===== src/rtl/tband_pkg.sv =====
package tband_pkg;
  localparam int unsigned DEF_LINE_BYTES = 40;
  localparam int unsigned DEF_ROW_STRIDE = 128;
  localparam int unsigned DEF_BAND_ROWS  = 64;
  localparam int unsigned DEF_NUM_BANDS  = 3;

  // Start offset of a band's slice inside a memory row.
  function automatic int unsigned band_base(int unsigned band, int unsigned line_bytes);
    return band * line_bytes;
  endfunction
endpackage


===== src/rtl/tband_col_ctr.sv =====
module tband_col_ctr #(
  parameter int unsigned LINE_BYTES = 40,
  parameter int unsigned COL_W      = 6
) (
  input  logic             clk,
  input  logic             rst_n,
  input  logic             adv,
  input  logic             clr,
  output logic [COL_W-1:0] col_o,
  output logic             last_o
);
  localparam logic [COL_W-1:0] COL_LAST = COL_W'(LINE_BYTES - 1);

  logic [COL_W-1:0] col_q, col_d;

  assign last_o = (col_q == COL_LAST);
  assign col_o  = col_q;

  always_comb begin
    col_d = col_q;
    if (clr) begin
      col_d = '0;
    end else if (adv) begin
      col_d = last_o ? '0 : col_q + 1'b1;
    end
  end

  always_ff @(posedge clk or negedge rst_n) begin
    if (!rst_n) begin
      col_q <= '0;
    end else begin
      col_q <= col_d;
    end
  end


  col_range_chk: assert property (@(posedge clk) disable iff (!rst_n)
    col_q <= COL_LAST);


  line_wrap_chk: assert property (@(posedge clk) disable iff (!rst_n)
    (adv && last_o) |=> (col_q == '0));
endmodule


===== src/rtl/tband_rowband_ctr.sv =====
module tband_rowband_ctr #(
  parameter int unsigned BAND_ROWS = 64,
  parameter int unsigned NUM_BANDS = 3,
  parameter int unsigned ROW_W     = 6,
  parameter int unsigned BAND_W    = 2
) (
  input  logic              clk,
  input  logic              rst_n,
  input  logic              adv,
  input  logic              clr,
  output logic [ROW_W-1:0]  row_o,
  output logic [BAND_W-1:0] band_o
);
  localparam logic [ROW_W-1:0]  ROW_LAST  = ROW_W'(BAND_ROWS - 1);
  localparam logic [BAND_W-1:0] BAND_LAST = BAND_W'(NUM_BANDS - 1);

  logic [ROW_W-1:0]  row_q, row_d;
  logic [BAND_W-1:0] band_q, band_d;
  logic              row_last, band_last;

  assign row_last  = (row_q == ROW_LAST);
  assign band_last = (band_q == BAND_LAST);
  assign row_o     = row_q;
  assign band_o    = band_q;

  always_comb begin
    row_d  = row_q;
    band_d = band_q;
    if (clr) begin
      row_d  = '0;
      band_d = '0;
    end else if (adv) begin
      if (row_last) begin
        row_d  = '0;
        band_d = band_last ? '0 : band_q + 1'b1;
      end else begin
        row_d  = row_q + 1'b1;
      end
    end
  end

  always_ff @(posedge clk or negedge rst_n) begin
    if (!rst_n) begin
      row_q  <= '0;
      band_q <= '0;
    end else begin
      row_q  <= row_d;
      band_q <= band_d;
    end
  end


  band_range_chk: assert property (@(posedge clk) disable iff (!rst_n)
    band_q <= BAND_LAST);


  row_wrap_chk: assert property (@(posedge clk) disable iff (!rst_n)
    (adv && !clr && row_last) |=> (row_q == '0));


  band_wrap_chk: assert property (@(posedge clk) disable iff (!rst_n)
    (adv && !clr && row_last && band_last) |=> (band_q == '0));
endmodule


===== src/rtl/tband_addr_fmt.sv =====
module tband_addr_fmt #(
  parameter int unsigned LINE_BYTES = 40,
  parameter int unsigned NUM_BANDS  = 3,
  parameter int unsigned ROW_W      = 6,
  parameter int unsigned BAND_W     = 2,
  parameter int unsigned COL_W      = 6,
  parameter int unsigned OFS_W      = 7
) (
  input  logic                   clk,
  input  logic                   rst_n,
  input  logic                   fire,
  input  logic [ROW_W-1:0]       row_i,
  input  logic [BAND_W-1:0]      band_i,
  input  logic [COL_W-1:0]       col_i,
  output logic [ROW_W+OFS_W-1:0] addr_o,
  output logic                   stb_o,
  output logic [BAND_W-1:0]      band_o
);
  import tband_pkg::*;

  localparam int unsigned ADDR_W   = ROW_W + OFS_W;
  localparam int unsigned USED_OFS = NUM_BANDS * LINE_BYTES;

  logic [OFS_W-1:0]  base_tab [NUM_BANDS];
  logic [OFS_W-1:0]  base_sel;
  logic [ADDR_W-1:0] addr_q, addr_d;
  logic [BAND_W-1:0] band_q, band_d;
  logic              stb_q, stb_d;

  for (genvar b = 0; b < NUM_BANDS; b++) begin : g_base
    assign base_tab[b] = OFS_W'(band_base(b, LINE_BYTES));
  end

  always_comb begin
    base_sel = '0;
    for (int b = 0; b < NUM_BANDS; b++) begin
      if (band_i == BAND_W'(b)) base_sel = base_tab[b];
    end
  end

  always_comb begin
    addr_d = addr_q;
    band_d = band_q;
    stb_d  = fire;
    if (fire) begin
      addr_d = {row_i, base_sel + OFS_W'(col_i)};
      band_d = band_i;
    end
  end

  always_ff @(posedge clk or negedge rst_n) begin
    if (!rst_n) begin
      addr_q <= '0;
      band_q <= '0;
      stb_q  <= 1'b0;
    end else begin
      addr_q <= addr_d;
      band_q <= band_d;
      stb_q  <= stb_d;
    end
  end

  assign addr_o = addr_q;
  assign band_o = band_q;
  assign stb_o  = stb_q;


  row_slice_chk: assert property (@(posedge clk) disable iff (!rst_n)
    addr_q[OFS_W-1:0] < OFS_W'(USED_OFS));
endmodule


===== src/rtl/tband_addr_gen.sv =====
module tband_addr_gen #(
  parameter  int unsigned LINE_BYTES = tband_pkg::DEF_LINE_BYTES,
  parameter  int unsigned ROW_STRIDE = tband_pkg::DEF_ROW_STRIDE,
  parameter  int unsigned BAND_ROWS  = tband_pkg::DEF_BAND_ROWS,
  parameter  int unsigned NUM_BANDS  = tband_pkg::DEF_NUM_BANDS,
  localparam int unsigned COL_W      = $clog2(LINE_BYTES),
  localparam int unsigned ROW_W      = $clog2(BAND_ROWS),
  localparam int unsigned BAND_W     = (NUM_BANDS > 1) ? $clog2(NUM_BANDS) : 1,
  localparam int unsigned OFS_W      = $clog2(ROW_STRIDE),
  localparam int unsigned ADDR_W     = ROW_W + OFS_W
) (
  input  logic              clk,
  input  logic              rst_n,
  input  logic              pix_en,
  input  logic              frame_start,
  input  logic              active,
  output logic [ADDR_W-1:0] mem_addr,
  output logic              fetch_stb,
  output logic [BAND_W-1:0] band_idx
);
  logic             fire;
  logic             col_last;
  logic [COL_W-1:0] col;
  logic [ROW_W-1:0] row;
  logic [BAND_W-1:0] band;

  // Frame start outranks a fetch request in the same cycle.
  assign fire = pix_en & active & ~frame_start;

  tband_col_ctr #(
    .LINE_BYTES(LINE_BYTES),
    .COL_W     (COL_W)
  ) u_col (
    .clk   (clk),
    .rst_n (rst_n),
    .adv   (fire),
    .clr   (frame_start),
    .col_o (col),
    .last_o(col_last)
  );

  tband_rowband_ctr #(
    .BAND_ROWS(BAND_ROWS),
    .NUM_BANDS(NUM_BANDS),
    .ROW_W    (ROW_W),
    .BAND_W   (BAND_W)
  ) u_rowband (
    .clk   (clk),
    .rst_n (rst_n),
    .adv   (fire & col_last),
    .clr   (frame_start),
    .row_o (row),
    .band_o(band)
  );

  tband_addr_fmt #(
    .LINE_BYTES(LINE_BYTES),
    .NUM_BANDS (NUM_BANDS),
    .ROW_W     (ROW_W),
    .BAND_W    (BAND_W),
    .COL_W     (COL_W),
    .OFS_W     (OFS_W)
  ) u_fmt (
    .clk   (clk),
    .rst_n (rst_n),
    .fire  (fire),
    .row_i (row),
    .band_i(band),
    .col_i (col),
    .addr_o(mem_addr),
    .stb_o (fetch_stb),
    .band_o(band_idx)
  );


  strobe_src_chk: assert property (@(posedge clk) disable iff (!rst_n)
    fetch_stb |-> $past(pix_en && active && !frame_start));


  addr_hold_chk: assert property (@(posedge clk) disable iff (!rst_n)
    !fetch_stb |-> ($stable(mem_addr) && $stable(band_idx)));


  frame_prio_chk: assert property (@(posedge clk) disable iff (!rst_n)
    frame_start |=> !fetch_stb);

  initial begin
    assert (NUM_BANDS * LINE_BYTES <= ROW_STRIDE);
    assert ((1 << OFS_W) == ROW_STRIDE);
  end
endmodule


===== config.mk =====
export PLATFORM = sky130hd
export DESIGN_NAME = tband_addr_gen
export DESIGN_NICKNAME = d
export VERILOG_FILES = /design/src/rtl/tband_pkg.sv /design/src/rtl/tband_col_ctr.sv /design/src/rtl/tband_rowband_ctr.sv /design/src/rtl/tband_addr_fmt.sv /design/src/rtl/tband_addr_gen.sv
export SDC_FILE = /design/constraint.sdc
export NUM_CORES = 1
export LEC_CHECK = 0
export BUFFER_PORTS_ARGS = -buffer_cell sky130_fd_sc_hd__buf_2
export CAP_MARGIN = 20
export CORE_UTILIZATION = 40
export DETAILED_ROUTE_END_ITERATION = 12
export GPL_TIMING_DRIVEN = 0
export SYNTH_ARGS = -nofsm -noshare
export SYNTH_HDL_FRONTEND = slang
export SYNTH_HIERARCHICAL = 1
export SYNTH_SLANG_ARGS = --single-unit

===== constraint.sdc =====
create_clock -name clk -period 6.3 [get_ports clk]
set_input_delay 1.26 -clock clk [delete_from_list [all_inputs] [get_ports clk]]
set_output_delay 1.26 -clock clk [all_outputs]
set_load 0.01 [all_outputs]

==> results.toml, run 1 <==
[detailed_routing]
drc = 0
wl_um = 2510
ant_nets = 0
route.vias.total = 1023
drt-initial-drc-count = 36
first_pass_iters = 4
drt-vias-per-instance = 5.17
wl_per_cell_um = 12.7

[sta]
period_share_pct = 38.5
finalClockSkew_ps = 9.35
grt_setup_unrepaired = "no"
holdWs_ps = 481
period_minus_slack_ps = 2430
worst_pin_slew_ps = 650
setup_viol = 0
finalHoldViolCount = 0
max_clock_freq_mhz = 412
max-slew-margin-rel_pct = 56.7
slew_viol_final = 0
fin_tns_setup_ps = 0

[layout]
area_growth_pct = 15.1
final_area_mm2 = 0.00166
diodes = 0
final_util_pct = 49.1
fin_nets = 162
layout-drive-gt1-share_pct = 22.4

[power]
power_density_mw_per_mm2 = 202
leakage_nw = 0.833
peakVddDrop_uv = 110
power.total_w = 0.000336

[critical_path]
crit_path_cell_trace = "buf_2 -> and3b_2 -> buf_2 -> buf_2 -> mux2_1"
endpoint_kind = "flop"
critPathTopFamily = "buffers and inverters"
cp.arrival_ps = 2620
timing.critical_path.mode_cell = "buf_2"
cp_num_buf_inv = 3
cp_max_fo = 10
slowest_delay_ps = 350
crit_slowest_cell = "mux2_1"
crit_required_ps = 6500
worstSetupPathType = "in -> reg"
crit_path_start_kind = "input port"

[clocking]
clk_latency_ps = 320
tritoncts = "built"
clk_pin_slew_ps = 80
cts_buffer_depth = 2
post_cts_resized = 0
cts_setup_buffers = 0
cts-htree-levels = 2
clock-sinks = 30
cts_hold_buffers = 0
cts_made_buffers = 5
cts_root_buf = "clkbuf_4"

[placed_design]
dpl-instance-area_mm2 = 0.00160
place_congestion = 0.752
numPortBuffers = 20
dp_hpwl_um = 1820

[logic_synthesis]
synth_area_leaders = "dfrtp_1 (52%), mux2_1 (10%), ha_1 (4.3%), xor2_1 (3.6%), nand2_1 (2.6%)"
syn_area_mm2 = 0.00145
yosysSeqAreaShare_pct = 51.9
synth_cell_types = 34
syn_avg_cell_area_um2 = 11.7
synth_edf_count = 0
yosysTopAreaCellShare_pct = 51.9
synth_cells = 124
yosysMostFrequentCell = "dfrtp_1"
async_flop_share_pct = 100
synth_common_cells = "dfrtp_1 (30), mux2_1 (13), nand2_1 (10)"
synth-seq-cells = 30
synth_fp_nets = 135
ys.warnings.count = 6
yosysTopAreaCell = "dfrtp_1"
synth-main-ff-cell = "dfrtp_1"

[global_route]
busiest_layer = "met2"
grt_pass1_wl_um = 4650
grt_usage_pct = 15.5
grtUsageMet2_pct = 23.1
overflow = 0
antenna_found_initial = 0
grt_max_degree = 31
grt_pass1_vias = 994
grt_use_met1_pct = 20.6
use_met3_pct = 4.60

[die]
boundaryPins = 21
initial_core_util_pct = 42.6
chipWidth_um = 62.1
die_h_um = 62.1
core_mm2 = 0.00339
fp-row-count = 21
dieArea_mm2 = 0.00386

[worst_hold_path]
hp-class = "reg -> reg"

[run]
maxCapViolCount = 0

[status]
status = "finished clean"
report_power, final:
part / leakage [nW] / switching (W) / internal (W)
Clock: 0.0353 / 0.0000637 / 0.0000541
Combinational: 0.383 / 0.0000124 / 0.00000727
Sequential: 0.415 / 0.00000245 / 0.000196
flip-flops by register name (all words and copies together) (netlist names):
register,flops
u_col/col_o,6
u_fmt/addr_o,13
u_fmt/band_o,2
u_fmt/stb_o,1
u_rowband/band_o,2
u_rowband/row_o,6
stage by stage:
step,instances,setup slack [ps]
after detailed placement,190,3530
after floorplan,124,3850
after global routing,198,3770
after CTS,198,3870
final,198,3870
after global placement,190,3550
layout by cell type (no fill, tap or decap), drive strengths merged, types with 2 or more instances in the layout:
cell type and n:
dfrtp 30, xor2 6, nand3 4, nor2 9
ha 5, or3 3, nand2 10, clkbuf 8
nor2b 4, mux2i 3, a21oi 5, nand4 3
mux2 13, inv 2, nor3 2, o21ai 3
buf 23, nand2b 4, and4b 2
per-layer routing:
metal	routed length, um	vias to the layer above	part of all wire (%)
li1	-	499	-
met1	1180	498	47
met5	0	-	0
met2	1170	22	47
met3	119	4	4.8
met4	38	0	1.5
final cells by class:
class | instances | area (um^2)
inverter | 2 | 7.51
clock buffer | 7 | 55.1
buffer | 4 | 21.3
multi-input combinational | 88 | 666
sequential | 30 | 751
clock inverter | 1 | 5.00
timing repair buffer | 20 | 100
tap | 46 | 57.6
fill | 332 | 1730
logic make-up (layout without fill, tap and decap cells):
family                     after synthesis  count (layout)  share of synthesized area [%]
adders and majority gates                6               6                           5.71
xor gates and xnor gates                 7               7                           4.24
AOI/OAI and AO/OA                       14              14                           6.58
buffers and inverters                    6              34                           1.99
and+or+nand+nor                         45              45                           17.3
DFF                                     30              30                           51.9
muxes                                   16              16                           12.2
final timing paths:
| kind | cells past startpoint | end | slack, ps | start |
|---|---|---|---|---|
| worst max-delay path | 5 | u_fmt/band_o[0] | 3870 | frame_start |
| worst min-delay path | 1 | u_fmt/band_o[1] | 480 | u_fmt/band_o[1] |
| worst max register to register | 7 | u_rowband/band_o[0] | 4000 | u_col/col_o[0] |
| worst min register to register | 1 | u_fmt/band_o[1] | 480 | u_fmt/band_o[1] |
| max in group asynchronous | 1 | u_rowband/row_o[2] | 4920 | rst_n |
| min in group asynchronous | 1 | u_fmt/addr_o[5] | 960 | rst_n |
Note: power is estimated with default switching activity, not from simulation.
==> inputs of run 2 (changes only) <==
==> constraint.sdc (replaced) <==
create_clock -name clk -period 2.1 [get_ports clk]
set_input_delay 0.42 -clock clk [delete_from_list [all_inputs] [get_ports clk]]
set_output_delay 0.42 -clock clk [all_outputs]
set_load 0.01 [all_outputs]
==> run 2 against run 1 <==
Net effect:
- power grew to 3.0 times the previous value
- clock-buffer cell count unchanged
- final cell count is 1.5% higher
- register-to-register slack lost 3900 ps
- critical endpoint is now u_rowband/band_o[0]
- highest routed layer unchanged
==> results.toml, run 2 (synthesis results as in run 1) <==
[detailed_routing]
drt-vias-per-instance = 5.17
wl_per_cell_um = 12.9
wl_um = 2590
drt-initial-drc-count = 47
route.vias.total = 1039
first_pass_iters = 4
drc = 0
ant_nets = 0

[run]
maxCapViolCount = 0

[power]
peakVddDrop_uv = 328
internal_power_w = 0.000774
p_sw_w = 0.000237
p_clk_share_pct = 35.0
power.total_w = 0.00101
leakage_nw = 0.848
p_seq_share_pct = 59.0
p_comb_share_pct = 6.0
p_sw_share_pct = 23.4
power_density_mw_per_mm2 = 585

[global_route]
overflow = 0
antenna_found_initial = 0
grt_pass1_wl_um = 4640
grt_pass1_vias = 992
grt_usage_pct = 15.5
grt_max_degree = 31

[layout]
fillers = 326
fin_cells = 201
final_cell_mix = "dfrtp_1 (30), buf_2 (22), mux2_1 (13)"
layout-drive-gt1-share_pct = 28.4
final_util_pct = 50.9
diodes = 0
fin_nets = 165
area_growth_pct = 19.5
final_common_cell = "dfrtp_1"
final_area_mm2 = 0.00173
largest_reg_flops = 13

[critical_path]
reg2reg_setup_slack_ps = 60
crit_path_start_kind = "flop"
r2r.worst_path.cells = 7
worstSetupPathType = "reg -> reg"
regToRegStartpoint = "u_col/col_o[0]"
crit_required_ps = 2350
endpoint_kind = "flop"
cp_max_fo = 5
cp.arrival_ps = 2280
rr_endpoint = "u_rowband/band_o[0]"

[clocking]
cts_made_buffers = 5
cts_hold_buffers = 0
cts_root_buf = "clkbuf_4"
cts-htree-levels = 2
tritoncts = "built"
clk_latency_ps = 320
clk_pin_slew_ps = 100
clock-sinks = 30
cts_buffer_depth = 2

[sta]
finalHoldViolCount = 0
max_clock_freq_mhz = 491
worst_pin_slew_ps = 652
max-slew-margin-rel_pct = 56.5
setup_viol = 0
period_minus_slack_ps = 2040
slew_viol_final = 0
finalClockSkew_ps = 9.74
holdWs_ps = 118
period_share_pct = 97.1

[placed_design]
dp_hpwl_um = 1820
dpl-instance-area_mm2 = 0.00160
numPortBuffers = 20
place_inst = 190
place_congestion = 0.752

[die]
boundaryPins = 21
initial_core_util_pct = 42.6
dieArea_mm2 = 0.00386
fp-row-count = 21
chipWidth_um = 62.1
die_h_um = 62.1
core_mm2 = 0.00339

[status]
status = "finished clean"

[worst_hold_path]
hp-class = "in -> async"
run 2: repair_timing:
item,CTS,global route
resized for setup,2,7
pin swaps,1,3
setup buffers,1,2
endpoints found under the setup margin,4,2
run 2: final cells by class:
| class | count | area, um^2 | share of cell area (%) |
|---|---|---|---|
| Sequential cell | 30 | 751 | 43.5 |
| Multi-Input combinational cell | 88 | 707 | 40.9 |
| Timing Repair Buffer | 23 | 123 | 7.10 |
| Tap cell | 46 | 57.6 | 3.33 |
| Clock buffer | 7 | 55.1 | 3.19 |
| Buffer | 4 | 21.3 | 1.23 |
| Inverter | 2 | 7.51 | 0.435 |
| Clock inverter | 1 | 5.00 | 0.290 |
run 2: worst max-delay path by stage:
stage                        start             endpoint  cells after the start
global route        u_col/col_o[0]  u_rowband/band_o[0]                      7
finish              u_col/col_o[0]  u_rowband/band_o[0]                      7
CTS                 u_col/col_o[0]  u_rowband/band_o[0]                      7
floorplan           u_col/col_o[0]  u_rowband/band_o[0]                      7
global placement    u_col/col_o[0]  u_rowband/band_o[0]                      7
detailed placement  u_col/col_o[0]  u_rowband/band_o[0]                      7
run 2: stage by stage:
| stage | setup TNS (ps) | setup WS [ps] |
|---|---|---|
| 6_report | 0 | 61.6 |
| 3_3_place_gp | -390 | -182 |
| 3_5_place_dp | -464 | -211 |
| 5_1_grt | -43.4 | -23.9 |
| 2_1_floorplan | 0 | 92.8 |
| 4_1_cts | 0 | 42.7 |
run 2: worst max-delay path, cell delays in order, from the launching register on:
cell and delay (ps):
dfrtp_1 430, ha_2 230, nand2_2 80, nor4_4 280, and4b_2 320, nand3_4 90
or4_4 420, a21oi_2 120
run 2: power groups by stage:
stage	combinational (W)	clock [W]	sequential (W)
3_3_place_gp	0.0000599	0	0.000608
4_1_cts	0.0000611	0.000372	0.000597
5_1_grt	0.0000692	0.000397	0.000598
3_5_place_dp	0.0000608	0	0.000608
6_report	0.0000607	0.000354	0.000596
2_1_floorplan	0.0000243	0	0.000612
run 2: metal layers:
layer  share of wire (%)  wire [um]  vias to the layer above  GRT usage, %
met4                 1.4         37                        0          7.85
met3                 5.2        135                        4          4.60
met2                  47       1220                       23          23.1
li1                    -          -                      504             -
met5                   0          0                        -             0
met1                  46       1200                      508          20.6
